--- src/rtl/simt_mask_pkg.sv ---
package simt_mask_pkg;

    typedef enum logic [1:0] {
        OP_IDLE  = 2'b00,
        OP_OPEN  = 2'b01,
        OP_ALT   = 2'b10,
        OP_CLOSE = 2'b11
    } mask_op_e;

endpackage

--- src/rtl/simt_branch_eval.sv ---
module simt_branch_eval #(
    parameter int LANES = 32
) (
    input  logic [LANES-1:0] cur_mask,
    input  logic [LANES-1:0] cond,
    output logic [LANES-1:0] taken_mask,
    output logic             none_take,
    output logic             all_take
);
    always_comb begin
        taken_mask = cur_mask & cond;
        none_take  = (taken_mask == '0);
        all_take   = (taken_mask == cur_mask);
    end
endmodule

--- src/rtl/simt_mask_store.sv ---
module simt_mask_store #(
    parameter int LANES = 32,
    parameter int DEPTH = 8,
    parameter int IDX_W = 3
) (
    input  logic             clk,
    input  logic             rst_n,
    input  logic             wr_en,
    input  logic [IDX_W-1:0] wr_idx,
    input  logic [LANES-1:0] wr_parent,
    input  logic [LANES-1:0] wr_cond,
    input  logic [IDX_W-1:0] rd_idx,
    output logic [LANES-1:0] rd_parent,
    output logic [LANES-1:0] rd_cond
);
    logic [LANES-1:0] par_q [DEPTH];
    logic [LANES-1:0] cnd_q [DEPTH];

    for (genvar g = 0; g < DEPTH; g++) begin : g_entry
        logic [LANES-1:0] par_d;
        logic [LANES-1:0] cnd_d;

        always_comb begin
            par_d = par_q[g];
            cnd_d = cnd_q[g];
            if (wr_en && (wr_idx == IDX_W'(g))) begin
                par_d = wr_parent;
                cnd_d = wr_cond;
            end
        end

        always_ff @(posedge clk or negedge rst_n) begin
            if (!rst_n) begin
                par_q[g] <= '0;
                cnd_q[g] <= '0;
            end else begin
                par_q[g] <= par_d;
                cnd_q[g] <= cnd_d;
            end
        end
    end

    always_comb begin
        rd_parent = par_q[rd_idx];
        rd_cond   = cnd_q[rd_idx];
    end
endmodule

--- src/rtl/simt_mask_stack.sv ---
module simt_mask_stack
    import simt_mask_pkg::*;
#(
    parameter int LANES = 32,
    parameter int DEPTH = 8
) (
    input  logic             clk,
    input  logic             rst_n,
    input  logic [1:0]       op,
    input  logic [LANES-1:0] cond,
    output logic [LANES-1:0] active_mask,
    output logic             branch_uniform,
    output logic             uniform_taken,
    output logic             overflow,
    output logic             underflow
);
    localparam int IDX_W = (DEPTH > 1) ? $clog2(DEPTH) : 1;
    localparam int LVL_W = $clog2(DEPTH + 1);

    typedef struct packed {
        logic [LANES-1:0] cur;
        logic [LVL_W-1:0] lvl;
        logic             uni;
        logic             utaken;
        logic             ovf;
        logic             udf;
    } ctl_t;

    ctl_t st_d, st_q;

    logic [LANES-1:0] taken_mask;
    logic             none_take, all_take;
    logic             push_en;
    logic [IDX_W-1:0] wr_idx, rd_idx;
    logic [LANES-1:0] rd_parent, rd_cond;
    logic [LVL_W-1:0] depth_now;
    mask_op_e         op_e;

    simt_branch_eval #(.LANES(LANES)) u_eval (
        .cur_mask   (st_q.cur),
        .cond       (cond),
        .taken_mask (taken_mask),
        .none_take  (none_take),
        .all_take   (all_take)
    );

    simt_mask_store #(.LANES(LANES), .DEPTH(DEPTH), .IDX_W(IDX_W)) u_store (
        .clk       (clk),
        .rst_n     (rst_n),
        .wr_en     (push_en),
        .wr_idx    (wr_idx),
        .wr_parent (st_q.cur),
        .wr_cond   (cond),
        .rd_idx    (rd_idx),
        .rd_parent (rd_parent),
        .rd_cond   (rd_cond)
    );

    always_comb begin
        op_e      = mask_op_e'(op);
        wr_idx    = IDX_W'(st_q.lvl);
        rd_idx    = IDX_W'(st_q.lvl - LVL_W'(1));
        depth_now = st_q.lvl;
    end

    always_comb begin
        st_d        = st_q;
        st_d.uni    = 1'b0;
        st_d.utaken = 1'b0;
        push_en     = 1'b0;
        unique case (op_e)
            OP_OPEN: begin
                if (none_take || all_take) begin
                    st_d.uni    = 1'b1;
                    st_d.utaken = !none_take;
                end else if (st_q.lvl == LVL_W'(DEPTH)) begin
                    st_d.ovf = 1'b1;
                end else begin
                    push_en  = 1'b1;
                    st_d.cur = taken_mask;
                    st_d.lvl = st_q.lvl + LVL_W'(1);
                end
            end
            OP_ALT: begin
                if (st_q.lvl == '0) begin
                    st_d.udf = 1'b1;
                end else begin
                    st_d.cur = rd_parent & ~rd_cond;
                end
            end
            OP_CLOSE: begin
                if (st_q.lvl == '0) begin
                    st_d.udf = 1'b1;
                end else begin
                    st_d.cur = rd_parent;
                    st_d.lvl = st_q.lvl - LVL_W'(1);
                end
            end
            default: ;
        endcase
    end

    always_ff @(posedge clk or negedge rst_n) begin
        if (!rst_n) begin
            st_q.cur    <= '1;
            st_q.lvl    <= '0;
            st_q.uni    <= 1'b0;
            st_q.utaken <= 1'b0;
            st_q.ovf    <= 1'b0;
            st_q.udf    <= 1'b0;
        end else begin
            st_q <= st_d;
        end
    end

    always_comb begin
        active_mask    = st_q.cur;
        branch_uniform = st_q.uni;
        uniform_taken  = st_q.utaken;
        overflow       = st_q.ovf;
        underflow      = st_q.udf;
    end
endmodule

--- config.mk ---
export PLATFORM = sky130hd
export DESIGN_NAME = simt_mask_stack
export DESIGN_NICKNAME = d
export VERILOG_FILES = /design/src/rtl/simt_mask_pkg.sv /design/src/rtl/simt_branch_eval.sv /design/src/rtl/simt_mask_store.sv /design/src/rtl/simt_mask_stack.sv
export SDC_FILE = /design/constraint.sdc
export NUM_CORES = 1
export LEC_CHECK = 0
export ABC_AREA = 1
export ABC_CLOCK_PERIOD_IN_PS = 6900
export BUFFER_PORTS_ARGS = -buffer_cell sky130_fd_sc_hd__buf_2
export CAP_MARGIN = 40
export CORE_MARGIN = 1
export CORE_UTILIZATION = 35
export DETAILED_ROUTE_END_ITERATION = 16
export PLACE_DENSITY = 0.59
export SETUP_SLACK_MARGIN = 0.02
export SLEW_MARGIN = 20
export SYNTH_ARGS = -nofsm -noshare
export SYNTH_HDL_FRONTEND = slang
export SYNTH_SLANG_ARGS = --single-unit
export TNS_END_PERCENT = 20
--- constraint.sdc ---
create_clock -name clk -period 6.9 [get_ports clk]
set_input_delay 2.07 -clock clk [delete_from_list [all_inputs] [get_ports clk]]
set_output_delay 2.07 -clock clk [all_outputs]
set_load 0.01 [all_outputs]
* Word-level counts from Yosys, hierarchy flattened
Cells that the tools add are included.
** Word-level totals
- Flip-flop bits (word level) :: 552
- Word-level logic and storage cells :: 85
** Cells by class
- Equality and inequality tests :: 16
- Magnitude comparators :: 1
- Bitwise logic cells :: 5
- $add $sub $neg :: 2
- Mux-type cells :: 19
- Reduce and logical (&&, ||, !) cells :: 20
** Operator list (number)
- 32-bit binary-select mux with 3-bit select :: 2
- 32-bit two-way mux :: 5
- 36-bit two-way mux :: 3
- 32-bit one-hot mux with 3 select lines :: 1
- 32-bit bitwise AND :: 2
- 32-bit equality test :: 1
- 32-bit zero test :: 1
- 32-bit inverter :: 1
- 3-bit equality test (second input constant) :: 4
- 1-bit logical AND :: 8
- 2-bit inequality test (second input constant) :: 4
- 4-bit one-hot mux with 2 select lines :: 1
- 3-bit by 2-bit equality test with 1-bit output (second input constant) :: 2
- 1-bit two-way mux :: 5
- 5-bit AND reduction :: 1
- 4-bit by 1-bit adder with 4-bit output (second input constant) :: 1
- 2-bit equality test (second input constant) :: 2
- 4-bit equality test (second input constant) :: 1
- 4-bit greater-or-equal comparator (second input constant) :: 1
- 4-bit zero test :: 1
- 3-bit inverter with 4-bit output :: 1
- 4-bit AND reduction :: 1
- 4-bit by 1-bit subtractor with 4-bit output (second input constant) :: 1
- 3-bit by 1-bit equality test with 1-bit output (second input constant) :: 1
- other kinds (12) :: 12

* Longest topological paths before layout
- Word-level depth :: 9
- Depth in mapped cells :: 15
- Depth with buffers taken out :: 12

* Hierarchy
A second synthesis with hierarchy kept.
** Second synthesis, totals
- Cell total of the unflattened synthesis :: 3916
- Area total of the unflattened synthesis :: 28061.9 um^2
** By module, submodules not included
- simt_mask_store :: instances 1, seq. area each 12812.3 um^2, cells each 3430, area an instance 24951.4 um^2
- simt_mask_stack :: instances 1, seq. area each 1041.0 um^2, cells each 307, area an instance 2409.8 um^2
- simt_branch_eval :: instances 1, seq. area each 0.0 um^2, cells each 179, area an instance 700.7 um^2

* Worst setup path before layout
No wires, ideal clock.
- Path kind :: in2reg
- Start point :: in cond[2]
- End point :: reg u_store.cnd_q[245] (netlist name)
- Library setup time :: 0.117 ns
- Stages on the path :: 14
- Arrival time :: 3.387 ns
- Path buffers :: 3
- Path slack :: 3.396 ns
- Cell sequence :: buf_2 inv_1 nand2_1 nand2_1 nor2_1 nand2_1 nor2_1 nand2_1 nand3_4 buf_6 nor2_8 buf_2 nand2_1 nand2_1
** Between the ends
- Cells in the longest elaborated chain, start to end :: 6
- Elaborated cells on any way between the ends :: 7
** RTL lines
- start: declaration :: line simt_mask_stack.sv:10 : input logic [LANES-1:0] cond,
- 32-bit bitwise AND (*) :: line simt_branch_eval.sv:11 : taken_mask = cur_mask & cond;
- 32-bit equality test or 32-bit zero test (tied branches) :: line simt_branch_eval.sv:13, simt_branch_eval.sv:12
- 1-bit logical OR (*) :: line simt_mask_stack.sv:73 : if (none_take || all_take) begin
- 1-bit two-way mux (*) :: line simt_mask_stack.sv:73
- 1-bit two-way mux (*) :: line simt_mask_stack.sv:71 : unique case (op_e)
- 1-bit logical AND (*) :: line simt_mask_store.sv:26 : if (wr_en && (wr_idx == IDX_W'(g))) begin
- end signal: indexed assignment :: line simt_mask_store.sv:38 : cnd_q[g] <= cnd_d;
- end: declaration :: line simt_mask_store.sv:17 : logic [LANES-1:0] cnd_q [DEPTH];
Every way passes the cells marked *; elsewhere a longest branch is shown, timed or not.
A chain may end at the register's enable or synchronous reset.

* Worst setup path after layout
- Start point :: reg st_q, in the netlist depth_now[0]
- End point :: reg st_q, in the netlist active_mask[17]
** Between the ends
- Cells in the longest elaborated chain, start to end :: 9
- Elaborated cells on any way between the ends :: 19
** RTL lines
- start: declaration :: line simt_mask_stack.sv:29 : ctl_t st_d, st_q;
- start signal: assignment :: line simt_mask_stack.sv:112 : st_q <= st_d;
- 4-bit by 1-bit subtractor with 4-bit output
- 3-bit inverter with 4-bit output (implied by the code) :: line simt_mask_store.sv:44, simt_mask_store.sv:45
- 32-bit binary-select mux with 3-bit select :: line simt_mask_store.sv:45 : rd_cond = cnd_q[rd_idx];
- 32-bit two-way mux (implied by the code) (2 in series) :: line simt_mask_store.sv:45
- 32-bit inverter :: line simt_mask_stack.sv:88 : st_d.cur = rd_parent & ~rd_cond;
- 32-bit bitwise AND :: line simt_mask_stack.sv:88
- 32-bit two-way mux :: line simt_mask_stack.sv:85 : if (st_q.lvl == '0) begin
- 32-bit one-hot mux with 3 select lines :: line simt_mask_stack.sv:71
Several ways; a longest one is shown, not always the timed one. The select of a mux whose other input is x is not followed.

==> flow_metrics.tcl <==
set metrics [dict create \
    post-route-period-util_pct 64.8 \
    use_met2_pct 38.1 \
    critPathCapture "active_mask[17]$_DFFE_PN1P_" \
    reg2reg_depth 10 \
    routabilityCongestion 0.790 \
    grt_pass1_vias 22700 \
    leakage_uw 0.0162 \
    rsz0062_at_grt "no" \
    ir_worst_vdd_v 0.000161 \
    hold_viol 0 \
    startpoint "depth_now[0]$_DFFE_PN0P_" \
    port_buffers 71 \
    ant_nets 0 \
    numClockSinks 552 \
    synth_nets 3736 \
    yosysSeqAreaShare_pct 51.4 \
    cts_setup_buffers 0 \
    setup_viol 0 \
    ff2ff_setup_slack_ps 2430 \
    maxSlewViolCount 0 \
    grt_pass1_wl_um 137000 \
    num_rows 101 \
    vias 23400 \
    hold_buffers 0 \
    ys_ff_latch 552 \
    dp_hpwl_um 48200 \
    vias_per_cell 5.01 \
    grt_overflow 0 \
    use_met3_pct 2.83 \
    synth.largest_area_cell "dfrtp_1" \
    whs_ps 466 \
    antenna_found_initial 5 \
    cap_violations 0 \
    clk_latency_ps 640 \
    status "complete, no violations" \
    worstSetupStartpointType "flip-flop" \
    wl_per_cell_um 18.7 \
    end_kind "flip-flop" \
    die_w_um 280 \
    tightest_slew_ps 877 \
    final_common_cell "nand2_1" \
    io_pins 72 \
    wl_um 87600 \
    switchingPower_uw 1470 \
    crit_type "flip-flop to flip-flop" \
    syn2layout_area_growth_pct 10.8 \
    core_area_um2 76100 \
    grt_usage_pct 22.6 \
    cts_root_buf "clkbuf_16" \
    drive_gt1_share_pct 7.30 \
    cts_tree "done" \
    netlist_area_um2 27000 \
    gr-usage-met1_pct 30.6 \
    dr.pass1.iters 5 \
    synth_area_leaders "dfrtp_1, nand2_1, o21ai_0, nor2_1, dfstp_2" \
    timing.rr.end "active_mask[17]$_DFFE_PN1P_" \
    p_int_uw 5040 \
    synth_warnings 0 \
    numCtsBuffers 57 \
    skew_ps 25.7 \
    grt_start_max_net_pins 189 \
    mostFrequentLayoutCells "nand2_1, dfrtp_1, nor2_1" \
    cts.path.max_buffers 3 \
    yosysUniqueCellTypes 30 \
    fmax_mhz 224 \
    cts_resized 0 \
    yosysTopAreaCellShare_pct 48.3 \
    min_period_ps 4470 \
    fin_tns_setup_ps 0 \
    hp-class "flip-flop to flip-flop" \
    fin_cells 4678 \
    die_h_um 280 \
    cp.arrival_ps 5040 \
    synth_edf_count 0 \
    post_synth.cell_area_avg_um2 7.30 \
    syn_inst 3693 \
    cp_max_fo 83 \
    pwr-share-comb_pct 2.3 \
    drc_errors 0 \
    seqPwrFrac_pct 49.8 \
    slew_headroom_pct 41.5 \
    drt_iter0_drc 2582 \
    start_util_pct 35.4 \
    dieArea_um2 78100 \
    h-tree-depth 2 \
    regToRegStartpoint "depth_now[0]$_DFFE_PN0P_" \
    grt-busiest-layer "met2" \
    numPlacedInstances 4568 \
    cp.required_ps 7470 \
    powerDensity_nw_per_um2 218 \
    clock_power_share_pct 47.9 \
    nNetsFinal 3641 \
    synth_ff_type "dfrtp_1" \
    cts.reportedPaths.clkPinSlew_ps 60 \
    switching_share_pct 22.6 \
    synthArstFlopShare_pct 100 \
]
-- logic make-up after synthesis --
logic type	synth area share, %
and+or+nand+nor	32.9
buffers and inverters	6.93
AOI/OAI and AO/OA	8.30
adders and majority gates	0.325
DFF	51.4
xor gates and xnor gates	0.130
-- cells in the mapped netlist, types with 2 or more instances --
master and number:
dfstp_2 32, ha_1 7, clkbuf_1 100, nand4_2 8, inv_1 145, o22ai_1 32
nand2_1 1919, buf_1 9, o21ai_1 2, nor2_4 3, buf_2 129, nor2_8 5
o21ai_0 258, nor2_1 280, xor2_1 3, nand3_1 70, buf_4 32, a21oi_1 96
o211ai_1 32, dfrtp_1 520, inv_2 2
-- critical path, stage by stage, from the launching register on --
cell	delay [ps]
dfrtp_4	980
inv_6	450
ha_4	900
buf_4	540
buf_4	640
o21ai_0	190
o22ai_1	270
nand3_1	130
nand2_1	90
a21oi_1	60
nand2_1	80
-- per-stage QoR --
stage	total power, uW	util [%]	cell area [um^2]	worst slack (ps)
floorplan	3340	-	27000	3400
global placement	3450	36.6	27800	1420
detailed placement	3450	36.8	28000	1890
CTS	6570	39.2	29800	2410
global route	6700	39.2	29900	2180
finish	6500	39.3	29900	2430
-- cell type report --
class,count,area [um^2]
Clock buffer,89,1680
Clock inverter,17,189
Antenna cell,3,7.51
Inverter,149,569
Tap cell,1030,1290
Sequential cell,552,13900
Timing Repair Buffer,117,948
Fill cell,7932,46200
Multi-Input combinational cell,2721,11300
-- how the worst min path moves through the flow --
stage,from,to,depth (start not counted)
floorplan,u_store.cnd_q[100]$_DFFE_PN0P_,u_store.cnd_q[100]$_DFFE_PN0P_,2
global placement,underflow$_DFFE_PN0P_,underflow$_DFFE_PN0P_,1
detailed placement,underflow$_DFFE_PN0P_,underflow$_DFFE_PN0P_,1
CTS,underflow$_DFFE_PN0P_,underflow$_DFFE_PN0P_,1
global route,underflow$_DFFE_PN0P_,underflow$_DFFE_PN0P_,1
finish,underflow$_DFFE_PN0P_,underflow$_DFFE_PN0P_,1
-- registers in the layout, indices dropped and copies added, names as in the netlist --
register / cells
overflow: 1
depth_now: 4
branch_uniform: 1
underflow: 1
u_store.cnd_q: 256
active_mask: 32
u_store.par_q: 256
uniform_taken: 1
-- layer usage --
metal  part of all wire [%]  wire length [um]
met1                     44             38300
met2                     48             41700
met3                    6.6              5800
met4                    2.1              1810
met5                  0.025                22
-- power by group through the flow --
stage | sequential (uW) | combinational (uW) | clock, uW
2_1_floorplan | 3300 | 41.8 | 0
3_5_place_dp | 3300 | 153 | 0
4_1_cts | 3240 | 154 | 3170
3_3_place_gp | 3300 | 151 | 0
5_1_grt | 3240 | 166 | 3290
6_report | 3240 | 150 | 3120
Note: power is estimated with default switching activity, not from simulation.
